===== src/rtl/fes_pkg.sv =====
package fes_pkg;
  typedef enum logic [1:0] {
    OP_FRZ_HALT = 2'd0,
    OP_CLR_MDIS = 2'd1,
    OP_SOFTRST  = 2'd2,
    OP_RESTORE  = 2'd3
  } fes_op_e;

  typedef enum logic [2:0] {
    ST_IDLE, ST_FRZ, ST_MDIS, ST_WAIT, ST_SRST, ST_SRST_WAIT, ST_RESTORE, ST_DONE
  } fes_state_e;
endpackage


===== src/rtl/fes_limit_timer.sv =====
module fes_limit_timer #(
  parameter int LIMIT = 140
) (
  input  logic clk_i,
  input  logic rst_ni,
  input  logic en_i,
  input  logic tick_i,
  output logic expired_o
);
  localparam int CW = $clog2(LIMIT + 1);
  localparam logic [CW-1:0] LIM = CW'(LIMIT);

  logic [CW-1:0] cnt_q;

  assign expired_o = (cnt_q == LIM);

  // cleared whenever disabled, saturates at the limit
  always_ff @(posedge clk_i or negedge rst_ni) begin
    if (!rst_ni)                  cnt_q <= '0;
    else if (!en_i)               cnt_q <= '0;
    else if (tick_i && !expired_o) cnt_q <= cnt_q + 1'b1;
  end

  a_r5_no_overflow: assert property (@(posedge clk_i) disable iff (!rst_ni)
    cnt_q <= LIM);

  a_r5_clear_when_idle: assert property (@(posedge clk_i) disable iff (!rst_ni)
    !en_i |=> (cnt_q == '0));
endmodule


===== src/rtl/fes_ctrl.sv =====
module fes_ctrl
  import fes_pkg::*;
#(
  parameter int CFG_W = 32
) (
  input  logic             clk_i,
  input  logic             rst_ni,
  input  logic             start_i,
  input  logic [CFG_W-1:0] cfg_i,
  input  logic             frz_ack_i,
  input  logic             mdis_i,
  input  logic             softrst_i,
  input  logic             frz_exp_i,
  input  logic             rst_exp_i,
  output logic             frz_en_o,
  output logic             rst_en_o,
  output logic             wr_en_o,
  output fes_op_e          wr_op_o,
  output logic [CFG_W-1:0] wr_data_o,
  output logic             busy_o,
  output logic             done_o,
  output logic             recovered_o,
  output logic             error_o
);
  fes_state_e       state_q, state_d;
  logic [CFG_W-1:0] cfg_q;
  logic             rec_q, err_q;

  always_comb begin
    state_d = state_q;
    unique case (state_q)
      ST_IDLE:      if (start_i) state_d = ST_FRZ;
      ST_FRZ:       state_d = ST_MDIS;
      ST_MDIS:      state_d = ST_WAIT;
      ST_WAIT:      if (frz_ack_i) state_d = ST_DONE;
                    else if (frz_exp_i) state_d = ST_SRST;
      ST_SRST:      state_d = ST_SRST_WAIT;
      ST_SRST_WAIT: if (!softrst_i) state_d = ST_RESTORE;
                    else if (rst_exp_i) state_d = ST_DONE;
      ST_RESTORE:   state_d = ST_DONE;
      ST_DONE:      state_d = ST_IDLE;
      default:      state_d = ST_IDLE;
    endcase
  end

  always_ff @(posedge clk_i or negedge rst_ni) begin
    if (!rst_ni) begin
      state_q <= ST_IDLE;
      cfg_q   <= '0;
      rec_q   <= 1'b0;
      err_q   <= 1'b0;
    end else begin
      state_q <= state_d;
      if (state_q == ST_IDLE && start_i) begin
        cfg_q <= cfg_i;
        rec_q <= 1'b0;
        err_q <= 1'b0;
      end
      if (state_q == ST_RESTORE) rec_q <= 1'b1;
      if (state_q == ST_SRST_WAIT && softrst_i && rst_exp_i) err_q <= 1'b1;
    end
  end

  always_comb begin
    wr_en_o   = 1'b0;
    wr_op_o   = OP_FRZ_HALT;
    wr_data_o = '0;
    unique case (state_q)
      ST_FRZ:     wr_en_o = 1'b1;
      ST_MDIS:    begin wr_en_o = mdis_i; wr_op_o = OP_CLR_MDIS; end
      ST_SRST:    begin wr_en_o = 1'b1;   wr_op_o = OP_SOFTRST;  end
      ST_RESTORE: begin wr_en_o = 1'b1;   wr_op_o = OP_RESTORE; wr_data_o = cfg_q; end
      default:    ;
    endcase
  end

  assign frz_en_o    = (state_q == ST_WAIT);
  assign rst_en_o    = (state_q == ST_SRST_WAIT);
  assign busy_o      = (state_q != ST_IDLE);
  assign done_o      = (state_q == ST_DONE);
  assign recovered_o = rec_q;
  assign error_o     = err_q;

  a_r1_first_write: assert property (@(posedge clk_i) disable iff (!rst_ni)
    (!busy_o && start_i) |=> (wr_en_o && wr_op_o == OP_FRZ_HALT && busy_o));

  a_r8_no_restart: assert property (@(posedge clk_i) disable iff (!rst_ni)
    busy_o |=> !(wr_en_o && wr_op_o == OP_FRZ_HALT));

  a_r4_ack_wins: assert property (@(posedge clk_i) disable iff (!rst_ni)
    (frz_en_o && frz_ack_i) |=> (done_o && !recovered_o));

  a_r5_reset_after_expiry: assert property (@(posedge clk_i) disable iff (!rst_ni)
    (wr_en_o && wr_op_o == OP_SOFTRST) |-> ($past(frz_exp_i) && !$past(frz_ack_i)));

  a_r6_restore_after_clear: assert property (@(posedge clk_i) disable iff (!rst_ni)
    (wr_en_o && wr_op_o == OP_RESTORE) |-> (!$past(softrst_i) && $past(rst_en_o)));

  a_r9_done_pulse: assert property (@(posedge clk_i) disable iff (!rst_ni)
    done_o |=> !done_o);

  a_r7_error_excludes_recovery: assert property (@(posedge clk_i) disable iff (!rst_ni)
    error_o |-> !recovered_o);
endmodule


===== src/rtl/freeze_entry_seq.sv =====
module freeze_entry_seq
  import fes_pkg::*;
#(
  parameter int CFG_W     = 32,
  parameter int FRZ_LIMIT = 140,
  parameter int RST_LIMIT = 256
) (
  input  logic             clk_i,
  input  logic             rst_ni,
  input  logic             start_i,
  input  logic [CFG_W-1:0] cfg_i,
  input  logic             bit_tick_i,
  input  logic             frz_ack_i,
  input  logic             mdis_i,
  input  logic             softrst_i,
  output logic             wr_en_o,
  output logic [1:0]       wr_op_o,
  output logic [CFG_W-1:0] wr_data_o,
  output logic             busy_o,
  output logic             done_o,
  output logic             recovered_o,
  output logic             error_o
);
  logic    frz_en, rst_en, frz_exp, rst_exp;
  fes_op_e op;

  // freeze budget in bit ticks
  fes_limit_timer #(.LIMIT(FRZ_LIMIT)) u_frz_timer (
    .clk_i, .rst_ni, .en_i(frz_en), .tick_i(bit_tick_i), .expired_o(frz_exp)
  );

  // soft-reset watchdog in clock cycles
  fes_limit_timer #(.LIMIT(RST_LIMIT)) u_rst_timer (
    .clk_i, .rst_ni, .en_i(rst_en), .tick_i(1'b1), .expired_o(rst_exp)
  );

  fes_ctrl #(.CFG_W(CFG_W)) u_ctrl (
    .clk_i, .rst_ni, .start_i, .cfg_i, .frz_ack_i, .mdis_i, .softrst_i,
    .frz_exp_i(frz_exp), .rst_exp_i(rst_exp),
    .frz_en_o(frz_en), .rst_en_o(rst_en),
    .wr_en_o, .wr_op_o(op), .wr_data_o,
    .busy_o, .done_o, .recovered_o, .error_o
  );

  assign wr_op_o = op;

  a_r3_single_phase: assert property (@(posedge clk_i) disable iff (!rst_ni)
    $countones({frz_en, rst_en, done_o}) <= 1);
endmodule


===== config.mk =====
export PLATFORM = sky130hd
export DESIGN_NAME = freeze_entry_seq
export DESIGN_NICKNAME = d
export VERILOG_FILES = /design/src/rtl/fes_pkg.sv /design/src/rtl/fes_limit_timer.sv /design/src/rtl/fes_ctrl.sv /design/src/rtl/freeze_entry_seq.sv
export SDC_FILE = /design/constraint.sdc
export NUM_CORES = 1
export LEC_CHECK = 0
export BUFFER_PORTS_ARGS = -buffer_cell sky130_fd_sc_hd__buf_2
export CORE_ASPECT_RATIO = 0.7
export CORE_MARGIN = 3
export CORE_UTILIZATION = 43
export DETAILED_ROUTE_END_ITERATION = 10
export GPL_TIMING_DRIVEN = 0
export HOLD_SLACK_MARGIN = 0.06
export PLACE_DENSITY = 0.77
export SKIP_CTS_REPAIR_TIMING = 1
export SLEW_MARGIN = 20
export SYNTH_ARGS = -nofsm -noshare
export SYNTH_HDL_FRONTEND = slang
export SYNTH_HIERARCHICAL = 1
export SYNTH_SLANG_ARGS = --single-unit

===== constraint.sdc =====
create_clock -name clk_i -period 1.8 [get_ports clk_i]
set_input_delay 0.09 -clock clk_i [delete_from_list [all_inputs] [get_ports clk_i]]
set_output_delay 0.09 -clock clk_i [all_outputs]
set_load 0.01 [all_outputs]

==> results summary <==
The run finished with clean final reports. In this run the power spent charging and discharging nets is 1.46 mW. Dividing the detail-routed via count by the number of cells gives 5.13. The highest metal layer used by the detailed router is met4.

The total power density per cell area is 1180 mW/mm2. The total routed wirelength is 6500 um. Measured against its own limit, the worst slew margin works out to 55.9%. Entering global routing, the biggest net connects 55 pins. The number of detailed-routing iterations run before antenna repair is 4. The worst hold path belongs to the class primary input to flip-flop. The part of the power in combinational logic came out at 38.8%. The critical path's most frequent cell is sky130_fd_sc_hd__buf_2. In this design, the largest share of critical-path delay is due to buffers and inverters.

At the worst endpoint, the required time is 1710 ps. The met1 wire length came out at 2920 um. The number of buffer and inverter stages on the critical path is 3. The worst vdd rail ir drop is 0.710 mV. Averaged over all synthesized cells, the footprint is 11.0 um2. Internal power comes to 2.89 mW.

Traced cell by cell, the critical path runs through buf_4, nor2b_4, buf_2, and3_1, buf_2. The type of destination of the critical path is an output pin. The worst-path maximum fanout came out at 10. The critical path arrival is 1620 ps.

Synthesis inferred 54 register bits. The final number of setup-violating endpoints is 0. The total length of routed met2 wires came out at 3160 um.

The largest total area in the synthesized netlist belongs to sky130_fd_sc_hd__dfrtp_1. The number of antenna-violating nets in the routed design came out at 0. Cells fill 62.5% of the core in the end. The count of mapped cells out of synthesis is 246. The clock-pin slew on the worst setup and hold paths is 90 ps. In this run, the number of DRC markers left after iteration 0 of detailed routing was 72. The met3 wire length is 318 um. The sequential element share of the synthesized area is 49.9%. The number of enable flip-flop cells after synthesis is 0.

The maximum clock skew at final layout came out at 11.0 ps. The tree built by TritonCTS fans out to 54 sinks. The worst setup path is of the flip-flop to output pin kind. The library cell used most frequently in the layout, excluding fill and tap cells, is sky130_fd_sc_hd__buf_2.

For this run, design rule violations remaining after detail routing come to 0. The reported leakage power came out at 1.87 nW. In the final routed layout, each cell accounts on average for 14.6 um. The count of vias placed by the detailed router came out at 2,288. The actual transition at the worst max-transition pin is 662 ps. The highest-delay cell along the critical path is sky130_fd_sc_hd__dfrtp_1. The total global routing overflow came out at 0.

For this run, asynchronously set or reset flops after synthesis account for 100%. The initial core utilization came out at 45.9%. The worst path needs 1710 ps of the cycle, external delays included. The final-report max-slew violation count is 0.

The highest attainable clock frequency came out at 583 MHz. The site row count is 23. The weighted congestion reported at the end of routability-driven placement came out at 0.741. The library cells used most frequently in the layout, excluding fill and tap cells, are 78 x sky130_fd_sc_hd__buf_2, 54 x sky130_fd_sc_hd__dfrtp_1, 33 x sky130_fd_sc_hd__dlygate4sd3_1, 33 x sky130_fd_sc_hd__and3_1, 29 x sky130_fd_sc_hd__mux2_2. The fraction of the cycle the final worst path needs is 95.3%. The clock network accounts for 18.3% of the total power. The number of antenna cells inserted is 0. The initial antenna violation count is 0. The maximum single-stage delay on the critical path is 330 ps.

The netlist area before placement came out at 0.00271 mm2. The sum of net half-perimeters after detailed placement is 4500 um. The switching share of total power is 33.6%. The number of global-route vias before repair came out at 2,195. The CTS buffer count is 5. The width of the die is 101 um. The global router's overall resource usage came out at 17.6%. The first global-routing pass estimated 10,300 um of wire. CTS placed an instance of sky130_fd_sc_hd__clkbuf_8 at the clock tree root.

The max-cap check violation count is 0. Among all flip-flop cells after synthesis, the most frequent one is sky130_fd_sc_hd__dfrtp_1. The final-layout setup total negative slack came out at 0 ps. The vertical die dimension is 72.4 um. The post-route netlist has 35.3% of its cells at a drive strength greater than 1. The core region is 0.00590 mm2. The total of buffers placed on input and output ports is 77. The net count of the finished layout came out at 413. The number of buffers on the longest clock path is 2.

The area share of the leading cell type in the synthesized netlist is 49.9%. The count of distinct cell types in the synthesized netlist is 41. The count of synthesis-stage warnings from yosys came out at 6. TritonCTS built the clock tree. In the post-synthesis netlist, the biggest area contributors are sky130_fd_sc_hd__dfrtp_1 50%, sky130_fd_sc_hd__mux2_2 12%, sky130_fd_sc_hd__and3_1 7.6%, sky130_fd_sc_hd__nand2_1 3.0%, sky130_fd_sc_hd__mux2i_1 2.2%. The H-tree level count came out at 2. Of the total power, registers draw 42.9%.

The number of top-level pins came out at 78. The area of the die came out at 0.00731 mm2. The number of endpoints with negative hold slack in the final report came out at 0.

STA classifies the critical path startpoint as a flip-flop. The area growth from synthesis to layout is 36.0%. The clock reaches the later pin of the worst-skew pair after 310 ps.
registers in the layout (all words and copies together), names as in the netlist:
| name | count |
|---|---|
| u_ctrl/state_q | 3 |
| u_rst_timer/cnt_q | 9 |
| u_ctrl/cfg_q | 32 |
| u_ctrl/recovered_o | 1 |
| u_ctrl/error_o | 1 |
| u_frz_timer/cnt_q | 8 |
layer usage:
metal  up-vias  track usage, %
met3         9            4.71
met5         -               0
met1      1106            23.7
met4         0            5.83
li1       1119               -
met2        54            27.9
final timing paths:
check / from / endpoint / slack, ps / depth (start not counted)
worst max-delay path: u_ctrl/state_q[1] / wr_data_o[21] / 90 / 5
max in group asynchronous: rst_ni / u_ctrl/cfg_q[29] / 1000 / 2
min in group asynchronous: rst_ni / u_ctrl/cfg_q[1] / 350 / 2
worst min register to register: u_ctrl/cfg_q[8] / u_ctrl/cfg_q[8] / 500 / 1
worst max register to register: u_ctrl/state_q[2] / u_ctrl/cfg_q[23] / 130 / 4
worst min-delay path: start_i / u_ctrl/state_q[0] / 50 / 3
cell type report:
class	count	area [um2]
Sequential cell	54	1350
Tap cell	75	93.8
Fill cell	443	2210
Clock inverter	1	30.0
Timing Repair Buffer	112	733
Clock buffer	7	76.3
Inverter	7	26.3
Buffer	13	90.1
Multi-Input combinational cell	177	1280
power groups by stage:
stage	Combinational, mW	Sequential [mW]	Clock (mW)
after floorplan	1.13	1.79	0
after global placement	1.54	1.82	0
after detailed placement	1.59	1.85	0
after CTS	1.59	1.83	0.819
after global routing	1.86	1.92	0.880
final	1.69	1.87	0.796
worst register-to-register path, stage by stage (launching register included):
cell                      delay, ps
sky130_fd_sc_hd__dfrtp_1        490
sky130_fd_sc_hd__nor4b_4        360
sky130_fd_sc_hd__buf_4          200
sky130_fd_sc_hd__buf_6          160
sky130_fd_sc_hd__mux2_2         350
cell usage after synthesis, types with 2 or more instances:
library cell	count
sky130_fd_sc_hd__nand2_1	22
sky130_fd_sc_hd__nand3_1	6
sky130_fd_sc_hd__o21ai_0	6
sky130_fd_sc_hd__a21boi_0	2
sky130_fd_sc_hd__nor2b_1	2
sky130_fd_sc_hd__nand4_1	4
sky130_fd_sc_hd__clkbuf_1	9
sky130_fd_sc_hd__mux2_1	3
sky130_fd_sc_hd__or4_1	3
sky130_fd_sc_hd__ha_1	4
sky130_fd_sc_hd__o31ai_1	4
sky130_fd_sc_hd__inv_1	6
sky130_fd_sc_hd__nor3_1	2
sky130_fd_sc_hd__xor2_1	2
sky130_fd_sc_hd__nor2_1	7
sky130_fd_sc_hd__mux2i_1	6
sky130_fd_sc_hd__a21boi_1	2
sky130_fd_sc_hd__a21oi_1	9
sky130_fd_sc_hd__buf_6	4
sky130_fd_sc_hd__dfrtp_1	54
sky130_fd_sc_hd__mux2_2	29
sky130_fd_sc_hd__and3_1	33
sky130_fd_sc_hd__nand2b_1	4
sky130_fd_sc_hd__or3_1	5
sky130_fd_sc_hd__and2_1	2
metrics by stage:
step | cells | worst slack (ps) | hold slack, ps | total power [mW] | cell area [um2]
after detailed placement | 404 | -1.53 | 176 | 3.44 | 3210
after global placement | 404 | 57.3 | 314 | 3.36 | 3210
after floorplan | 252 | 225 | -206 | 2.92 | 2730
after CTS | 412 | -274 | -167 | 4.24 | 3320
final | 446 | 85.1 | 53.0 | 4.35 | 3690
after global routing | 446 | -17.5 | 74.9 | 4.66 | 3690
cells by family (layout without fill, tap and decap cells):
family / Yosys count / after routing / share of synthesized area [%]
other: 1 / 7 / 0.138
buffers and inverters: 21 / 140 / 4.15
muxes: 38 / 38 / 15.5
and+or+nand+nor: 96 / 96 / 20.6
AOI/OAI and AO/OA: 30 / 30 / 7.20
DFF: 54 / 54 / 49.9
adders and majority gates: 4 / 4 / 1.85
xor gates and xnor gates: 2 / 2 / 0.646
(Power assumes the default switching activity.)
